==> config.mk <==
export PLATFORM = sky130hd
export DESIGN_NAME = aes_reg_front
export DESIGN_NICKNAME = d
export VERILOG_FILES = /design/src/rtl/aes_front_pkg.sv /design/src/rtl/aes_front_ctrl.sv /design/src/rtl/aes_front_dpath.sv /design/src/rtl/aes_reg_front.sv
export SDC_FILE = /design/constraint.sdc
export NUM_CORES = 1
export LEC_CHECK = 0
export ABC_AREA = 0
export CORE_UTILIZATION = 35
export DETAILED_ROUTE_END_ITERATION = 10
export GPL_TIMING_DRIVEN = 0
export SETUP_SLACK_MARGIN = 0.2
export SYNTH_ARGS = -nofsm -noshare
export SYNTH_HDL_FRONTEND = slang
export SYNTH_SLANG_ARGS = --single-unit
==> constraint.sdc <==
create_clock -name clk -period 12.8 [get_ports clk]
set_input_delay 2.56 -clock clk [delete_from_list [all_inputs] [get_ports clk]]
set_output_delay 2.56 -clock clk [all_outputs]
set_load 0.02 [all_outputs]
==> src/rtl/aes_front_pkg.sv <==
package aes_front_pkg;
  localparam int NBYTES    = 16;
  localparam int BLK_W     = NBYTES * 8;
  localparam int IDX_W     = $clog2(NBYTES);
  localparam int MODE_W    = 3;
  localparam logic [7:0] WIN_LO   = 8'h82;
  localparam logic [7:0] CTRL_A   = 8'h83;
  localparam logic [7:0] PAGE_LO  = 8'h84;
  localparam logic [7:0] PAGE_HI  = PAGE_LO + 8'(NBYTES - 1);
  localparam logic [7:0] MIRROR_A = PAGE_HI + 8'd1;
  localparam logic [MODE_W-1:0] MODE_ECB = 3'd0;
  localparam logic [MODE_W-1:0] MODE_KEY = 3'd1;

  typedef struct packed {
    logic             keyWe;
    logic             stateWe;
    logic [IDX_W-1:0] byteIdx;
    logic [7:0]       wrByte;
    logic             capture;
    logic             wipe;
  } strobes_t;
endpackage

==> src/rtl/aes_front_ctrl.sv <==
module aes_front_ctrl
  import aes_front_pkg::*;
(
  input  logic       clk,
  input  logic       rstN,
  input  logic       sleepIn,
  input  logic [7:0] hostAddr,
  input  logic       hostWe,
  input  logic [7:0] hostWdata,
  output logic [7:0] hostRdata,
  input  logic [7:0] keyRdByte,
  input  logic [7:0] stateRdByte,
  output strobes_t   st,
  output logic       engStart,
  output logic       engDecrypt,
  input  logic       engAccept,
  input  logic       engDone
);
  logic             reqBit, busyBit, doneBit, dirBit;
  logic [MODE_W-1:0] modeFld;
  logic inWin, isCtrl, isPage, awake, inProg, ctrlWe;
  logic [7:0] pageOff;

  assign awake   = !sleepIn;
  assign inWin   = (hostAddr >= WIN_LO) && (hostAddr <= MIRROR_A);
  assign isCtrl  = (hostAddr == CTRL_A) || (hostAddr == MIRROR_A);
  assign isPage  = (hostAddr >= PAGE_LO) && (hostAddr <= PAGE_HI);
  assign pageOff = hostAddr - PAGE_LO;
  assign inProg  = reqBit || busyBit;
  assign ctrlWe  = hostWe && awake && isCtrl;

  always_comb begin
    st.byteIdx = pageOff[IDX_W-1:0];
    st.wrByte  = hostWdata;
    st.keyWe   = hostWe && awake && isPage && !inProg && (modeFld == MODE_KEY);
    st.stateWe = hostWe && awake && isPage && !inProg && (modeFld == MODE_ECB);
    st.capture = engDone && busyBit && awake;
    st.wipe    = sleepIn;
  end

  always_ff @(posedge clk or negedge rstN) begin
    if (!rstN) begin
      reqBit <= 1'b0; busyBit <= 1'b0; doneBit <= 1'b0;
      dirBit <= 1'b0; modeFld <= '0;
    end else if (sleepIn) begin
      reqBit <= 1'b0; busyBit <= 1'b0; doneBit <= 1'b0;
      dirBit <= 1'b0; modeFld <= '0;
    end else begin
      if (reqBit && engAccept) begin
        reqBit  <= 1'b0;
        busyBit <= 1'b1;
      end
      if (st.capture) begin
        busyBit <= 1'b0;
        doneBit <= 1'b1;
      end
      if (ctrlWe) begin
        modeFld <= hostWdata[4:2];
        dirBit  <= hostWdata[1];
        if (hostWdata[0] && !inProg) begin
          reqBit  <= 1'b1;
          doneBit <= 1'b0;
        end
      end
    end
  end

  always_comb begin
    hostRdata = 8'h00;
    if (awake && inWin) begin
      if (isCtrl)
        hostRdata = {doneBit, 2'b00, modeFld, dirBit, reqBit};
      else if (isPage && modeFld == MODE_KEY)
        hostRdata = keyRdByte;
      else if (isPage && modeFld == MODE_ECB)
        hostRdata = stateRdByte;
    end
  end

  assign engStart   = reqBit;
  assign engDecrypt = dirBit;
endmodule

==> src/rtl/aes_front_dpath.sv <==
module aes_front_dpath
  import aes_front_pkg::*;
(
  input  logic             clk,
  input  logic             rstN,
  input  strobes_t         st,
  input  logic [BLK_W-1:0] engResult,
  input  logic [BLK_W-1:0] engRoundKey,
  output logic [BLK_W-1:0] engKey,
  output logic [BLK_W-1:0] engData,
  output logic [7:0]       keyRdByte,
  output logic [7:0]       stateRdByte
);
  logic [BLK_W-1:0] initKey, lastKey, stateReg;

  always_ff @(posedge clk or negedge rstN) begin
    if (!rstN) begin
      initKey <= '0; lastKey <= '0; stateReg <= '0;
    end else if (st.wipe) begin
      initKey <= '0; lastKey <= '0; stateReg <= '0;
    end else begin
      for (int b = 0; b < NBYTES; b++) begin
        if (st.keyWe && st.byteIdx == IDX_W'(b))
          initKey[BLK_W-1-8*b -: 8] <= st.wrByte;
        if (st.stateWe && st.byteIdx == IDX_W'(b))
          stateReg[BLK_W-1-8*b -: 8] <= st.wrByte;
      end
      if (st.capture) begin
        stateReg <= engResult;
        lastKey  <= engRoundKey;
      end
    end
  end

  assign keyRdByte   = lastKey[BLK_W-1-8*int'(st.byteIdx) -: 8];
  assign stateRdByte = stateReg[BLK_W-1-8*int'(st.byteIdx) -: 8];
  assign engKey      = initKey;
  assign engData     = stateReg;
endmodule

==> src/rtl/aes_reg_front.sv <==
module aes_reg_front
  import aes_front_pkg::*;
(
  input  logic             clk,
  input  logic             rstN,
  input  logic             sleepIn,
  input  logic [7:0]       hostAddr,
  input  logic             hostWe,
  input  logic [7:0]       hostWdata,
  output logic [7:0]       hostRdata,
  output logic             engStart,
  output logic             engDecrypt,
  output logic [BLK_W-1:0] engKey,
  output logic [BLK_W-1:0] engData,
  input  logic             engAccept,
  input  logic             engDone,
  input  logic [BLK_W-1:0] engResult,
  input  logic [BLK_W-1:0] engRoundKey
);
  strobes_t   st;
  logic [7:0] keyRdByte, stateRdByte;

  aes_front_ctrl u_ctrl (
    .clk(clk), .rstN(rstN), .sleepIn(sleepIn),
    .hostAddr(hostAddr), .hostWe(hostWe), .hostWdata(hostWdata),
    .hostRdata(hostRdata), .keyRdByte(keyRdByte), .stateRdByte(stateRdByte),
    .st(st), .engStart(engStart), .engDecrypt(engDecrypt),
    .engAccept(engAccept), .engDone(engDone)
  );

  aes_front_dpath u_dpath (
    .clk(clk), .rstN(rstN), .st(st),
    .engResult(engResult), .engRoundKey(engRoundKey),
    .engKey(engKey), .engData(engData),
    .keyRdByte(keyRdByte), .stateRdByte(stateRdByte)
  );
endmodule

==> results.txt, run 1 <==
status: finished with violations
violated checks: capacitance limit
final hold vios: 0
first-pass GRT wire length: 117000 µm
hpwl dp: 60400 µm
cell with the most instances after synthesis: dfrtp_1
Crit Path Category: primary input to output port
Slew HR: 0.0200
I/O Buffers: 539
Root Buffer Master: clkbuf_16
gr ovfl total: 0
P&R area growth vs syn: 42.1%
top cells by count, synth: 391 x dfrtp_1, 193 x a21oi_1, 191 x mux2i_1
Worst Setup End Kind: output port
Via Count: 16019
Area contributors post-synth: dfrtp_1 53%, mux2i_1 10%, mux4_2 8.2%
area of the multi-input gates: 0.00788 mm²
via/cell ratio: 5.63
GRT Util Overall: 0.304
EDFF count, synth: 0
CTS Buffer Depth: 3
placed cells: 2764
register area share after synthesis: 0.532
DRC Markers: 0
Synth area leader: dfrtp_1
total power: 3080 µW
CP max stage delay: 940 ps
Die H: 231 µm
Starting Density: 0.356
Die X: 231 µm
worst path cell trace: clkdlybuf4s50_1 -> buf_1 -> clkbuf_1 -> inv_1 -> clkbuf_1 -> ha_1 -> buf_2 -> nand3_2 -> a2111oi_0 -> a31oi_1 -> a311o_1 -> a221oi_1 -> clkdlybuf4s50_1
Seq cells post-synth: 391
asr flop ratio synth: 1.00
clock sinks: 391
final period utilization: 0.857
I/O pin cnt: 544
clock slew at reported path FFs: 60 ps
post-synth top area share: 0.532
GPL Wtd Cong: 0.909
class of the worst hold path: flip-flop to flip-flop
Rows: 83
RSZ-0062 raised after global routing: no
Worst Setup Start Kind: primary input
fmax: 91.1 MHz
critical path fanouts, max: 12
critical path's slowest cell: a2111oi_0
Mapped Area: 0.0184 mm²
setup slack after layout: 1830 ps
Arr. time, crit path: 8410 ps
Filler cells: 4692
Total Routed Length: 82400 µm
hold_buf cts: 0
Hold WS: 498 ps
largest net degree at the start of global routing: 116
fin util: 0.506
Die Footprint: 0.0534 mm²
drt pass-1 iters: 5
worst slack, placed: 1950 ps
core area: 0.0516 mm²
Synth Instances: 1542
drt first-iter violations: 1257
CTS tree: built
mean area per synthesized cell: 11.9 µm²
Routed Antenna Nets: 0
ys flop type: dfrtp_1
initial antenna violation count: 12
power per cell area: 118 mW/mm²
Period minus WS final: 10970 ps
Register Area: 0.00978 mm²
Final nets: 2414
YS warnings: 0
Worst EP required: 10240 ps
Yosys cell types: 61
worst skew pair latency: 580 ps
Non-Filler Instances: 2847
clk_skew: 21.1 ps
H-tree Lvls: 2
share of layout cells above drive strength 1: 0.0932
P_leak: 0.0111 µW
slew at the pin closest to its max-slew limit: 1450 ps
Max Cap Viol: 1
post-DR wirelength/cell: 28.9 µm
Max Slew Vio Count: 0
PostCTS Resize Cnt: 0
Setup Buffers After CTS: 0
VDD IR-drop max: 0.0000894 V
final setup violation count: 0
vias in the first global route: 16650
total CTS buffers: 45
Synth Net Count: 1825
## critical path, delay by kind of cell
kind	cells	cell delay, ps
adders and majority gates	1	270
buffers and inverters	7	3540
and+or+nand+nor	1	150
AOI/OAI and AO/OA	4	1860
## layer usage
| metal | part of all wire | global-route usage |
|---|---|---|
| met1 | 0.41 | 0.402 |
| met2 | 0.46 | 0.473 |
| met3 | 0.090 | 0.0792 |
| met4 | 0.040 | 0.123 |
| met5 | 0.00039 | 0 |
## per-stage QoR
step / TNS, ps / cell area [µm²]
after floorplan: 0 / 18400
after global placement: -3301990 / 24600
after detailed placement: 0 / 24700
after CTS: 0 / 26100
after global routing: 0 / 26100
final: 0 / 26100
## cell families (layout without fill, tap and decap cells)
group | after synthesis | count (layout) | synth area share
AND/OR/NAND/NOR | 316 | 316 | 0.0846
flip-flops | 391 | 391 | 0.532
multiplexers | 260 | 260 | 0.187
AO/OA/AOI/OAI | 398 | 398 | 0.154
adder cells (fa/ha/maj) | 5 | 5 | 0.00340
buffers and inverters | 172 | 787 | 0.0387
other | 0 | 10 | 0
## final cells by class
class / count / area share
antenna: 10 / 0.000958
buffer: 117 / 0.0193
clock buffer: 66 / 0.0500
clock inverter: 7 / 0.00254
inverter: 55 / 0.00791
multi-input combinational: 979 / 0.302
sequential: 391 / 0.375
tap: 680 / 0.0326
timing repair buffer: 542 / 0.210
## cell usage in the layout, fill, tap and decap left out, types with 3 or more instances in the layout
cell	instances
clkbuf_1	75
o31a_1	3
buf_2	19
inv_1	53
buf_1	27
diode_2	10
a22o_1	128
and2_1	7
buf_16	3
nor4_4	12
nor3_1	8
clkinv_2	4
o41ai_2	4
clkbuf_16	45
nor2b_1	3
dfrtp_1	391
mux2i_1	191
nand2b_1	3
a31oi_2	3
a31oi_1	3
o21ai_2	4
clkdlybuf4s50_1	538
nand2_1	108
ha_1	5
buf_4	3
nand4_2	3
mux4_2	67
nor2_1	148
o22a_1	3
a2bb2oi_1	32
clkbuf_8	10
a21oi_1	193
buf_6	4
nand3_1	5
o21ai_0	4
## path summary, 6_finish.rpt
| path | start | slack (ps) | depth (start not counted) | endpoint |
|---|---|---|---|---|
| max in group asynchronous | rstN | 9270 | 3 | u_dpath.engData[52] |
| worst min-delay path | u_dpath.lastKey[70] | 500 | 1 | u_dpath.lastKey[70] |
| min in group asynchronous | rstN | 2000 | 1 | u_dpath.lastKey[0] |
| worst max register to register | u_ctrl.busyBit | 9390 | 6 | u_dpath.engData[62] |
| worst max-delay path | hostAddr[2] | 1830 | 13 | hostRdata[1] |
| worst min register to register | u_dpath.lastKey[70] | 500 | 1 | u_dpath.lastKey[70] |
## state kept, by name (all words and copies together) (netlist names)
signal,cells
u_dpath.lastKey,128
u_dpath.engKey,128
u_ctrl.modeFld,3
u_ctrl.engStart,1
u_dpath.engData,128
u_ctrl.engDecrypt,1
u_ctrl.busyBit,1
u_ctrl.doneBit,1
## where the power goes
group          internal (µW)  switching (µW)  leakage (µW)  total, µW
clock network            720             540      0.000674       1260
registers               1280            41.6       0.00520       1320
logic                    227             276       0.00523        502
No activity file was read; power rests on OpenSTA's default activity.
==> inputs of run 2 (changes only) <==
--- a/config.mk
+++ b/config.mk
@@ -6,6 +6,7 @@
 export NUM_CORES = 1
 export LEC_CHECK = 0
 export ABC_AREA = 0
+export CAP_MARGIN = 15
 export CORE_UTILIZATION = 35
 export DETAILED_ROUTE_END_ITERATION = 10
 export GPL_TIMING_DRIVEN = 0
==> results.txt, run 2 (same netlist as run 1, synthesis figures left out) <==
Pint: 2310 µW (+4.1%)
WHS Path Cells: 1 (unchanged)
part of the power in the clock network: 0.428 (+0.019)
hold_buf cts: 0 (unchanged)
sw power: 868 µW (+1.2%)
Die X: 231 µm (unchanged)
post-DR wirelength/cell: 28.6 µm (-0.98%)
Reg2Reg Depth: 6 (unchanged)
Rows: 83 (unchanged)
drt pass-1 iters: 5 (unchanged)
I/O pin cnt: 544 (unchanged)
P&R area growth vs syn: 43.0%
commonest cells after routing, fill and taps aside: 538 x clkdlybuf4s50_1, 391 x dfrtp_1, 193 x a21oi_1, 191 x mux2i_1, 148 x nor2_1
Worst Hold Launch: u_dpath.lastKey[50]
power per cell area: 121 mW/mm² (+2.6%)
Die Footprint: 0.0534 mm² (unchanged)
Worst Hold End: u_dpath.lastKey[50]
worst skew pair latency: 580 ps (about the same)
final setup violation count: 0 (unchanged)
DRC Markers: 0 (unchanged)
Routed Antenna Nets: 0 (unchanged)
Period minus WS final: 10940 ps (-27.8 ps)
Via Count: 15992 (-0.17%)
Final Instance Area: 0.0263 mm² (+0.70%)
VDD IR-drop max: 0.0000835 V (-6.5%)
via/cell ratio: 5.60 (-0.45%)
largest net degree at the start of global routing: 116 (unchanged)
Crit Path Category: primary input to output port
GRT Util Overall: 0.302 (-0.00176)
status: finished, final reports clean
GPL Wtd Cong: 0.909 (unchanged)
dpl cell area: 0.0247 mm² (about the same)
Worst Setup End Kind: output port
most common cell after layout, fill and taps aside: clkdlybuf4s50_1
fmax: 91.4 MHz (+0.25%)
final hold vios: 0 (unchanged)
hpwl dp: 60300 µm (-0.23%)
clock slew at reported path FFs: 60 ps (about the same)
clk_skew: 15.9 ps (-5.20 ps)
share of layout cells above drive strength 1: 0.0988 (+0.00561)
class of the worst hold path: flip-flop to flip-flop
initial antenna violation count: 13 (+1)
Max Slew Vio Count: 0 (unchanged)
gr ovfl total: 0 (unchanged)
Root Buffer Master: clkbuf_16
Setup Buffers After CTS: 0 (unchanged)
Arr. time, crit path: 8380 ps (-30 ps)
vias in the first global route: 16614 (-0.22%)
P_leak: 0.0112 µW (+0.83%)
Comb power frac: 0.158 (-0.005)
Max Cap Viol: 0 (-1)
drt first-iter violations: 1471 (+17%)
RSZ-0062 raised after global routing: no
Seq pwr share: 0.414 (-0.014)
final period utilization: 0.855 (-0.00218)
Slew HR: 0.233 (+0.213)
PostCTS Resize Cnt: 0 (unchanged)
Total Routed Length: 81800 µm (-0.70%)
Die H: 231 µm (unchanged)
r2r endpoint: u_dpath.engData[61]
core area: 0.0516 mm² (unchanged)
clock sinks: 391 (unchanged)
flop2flop setup slack: 9340 ps (-50 ps)
total CTS buffers: 45 (unchanged)
RR Startpoint: u_ctrl.busyBit
Hold WS: 495 ps (-3.15 ps)
switch share: 0.273 (-0.00554)
Starting Density: 0.356 (unchanged)
first-pass GRT wire length: 117000 µm (-0.46%)
Worst Setup Start Kind: primary input
Final nets: 2416 (+0.083%)
CTS tree: built
Worst EP required: 10240 ps (about the same)
slew at the pin closest to its max-slew limit: 1150 ps (-303 ps)
I/O Buffers: 539 (unchanged)
H-tree Lvls: 2 (unchanged)
critical path fanouts, max: 12 (unchanged)
CTS Buffer Depth: 3 (unchanged)
==> run 2: worst max-delay path by stage <==
stage / slack [ps] / from / end
final: 1860 / hostAddr[2] / hostRdata[1]
after floorplan: 4360 / hostAddr[2] / hostRdata[1]
after global placement: -8500 / rstN / u_dpath.engData[52]
after detailed placement: 2010 / hostAddr[2] / hostRdata[1]
after CTS: 2000 / hostAddr[2] / hostRdata[1]
after global routing: 1780 / hostAddr[2] / hostRdata[1]
==> run 2: power groups by stage <==
stage | clock, µW | combinational [µW] | sequential, µW
2_1_floorplan | 0 | 156 | 1370
3_3_place_gp | 0 | 493 | 1340
3_5_place_dp | 0 | 499 | 1340
4_1_cts | 1380 | 501 | 1320
5_1_grt | 1430 | 526 | 1320
6_report | 1360 | 502 | 1320
==> run 2: metrics by stage <==
stage                     setup TNS, ps  power (µW)  setup WS, ps  utilization  instances
final                                 0        3180          1860        0.509       2855
after global routing                  0        3270          1780        0.509       2853
after CTS                             0        3200          2000        0.509       2845
after detailed placement              0        1840          2010        0.479       2765
after global placement         -3301990        1830         -8500        0.477       2761
after floorplan                       0        1530          4360            -       1542
==> run 2: final cells by class <==
class,instances,area (µm²)
antenna,9,22.5
buffer,117,504
clock buffer,64,1340
clock inverter,16,200
fill,4671,25300
inverter,55,206
multi-input combinational,979,7880
sequential,391,9780
tap,680,851
timing repair buffer,544,5500
==> run 2: per-layer routing <==
metal  share of wire  global-route usage
met1            0.41               0.401
met2            0.46               0.471
met3           0.091              0.0827
met4           0.037               0.115
met5         0.00079                   0
==> run 2: worst max-delay path: stages <==
cell and delay, ps:
clkdlybuf4s50_1 560, buf_1 480, clkbuf_1 550, inv_1 230, clkbuf_1 730, ha_1 270, buf_2 210, nand3_2 150
a2111oi_0 920, a31oi_1 230, a311o_1 410, a221oi_1 300, clkdlybuf4s50_1 760
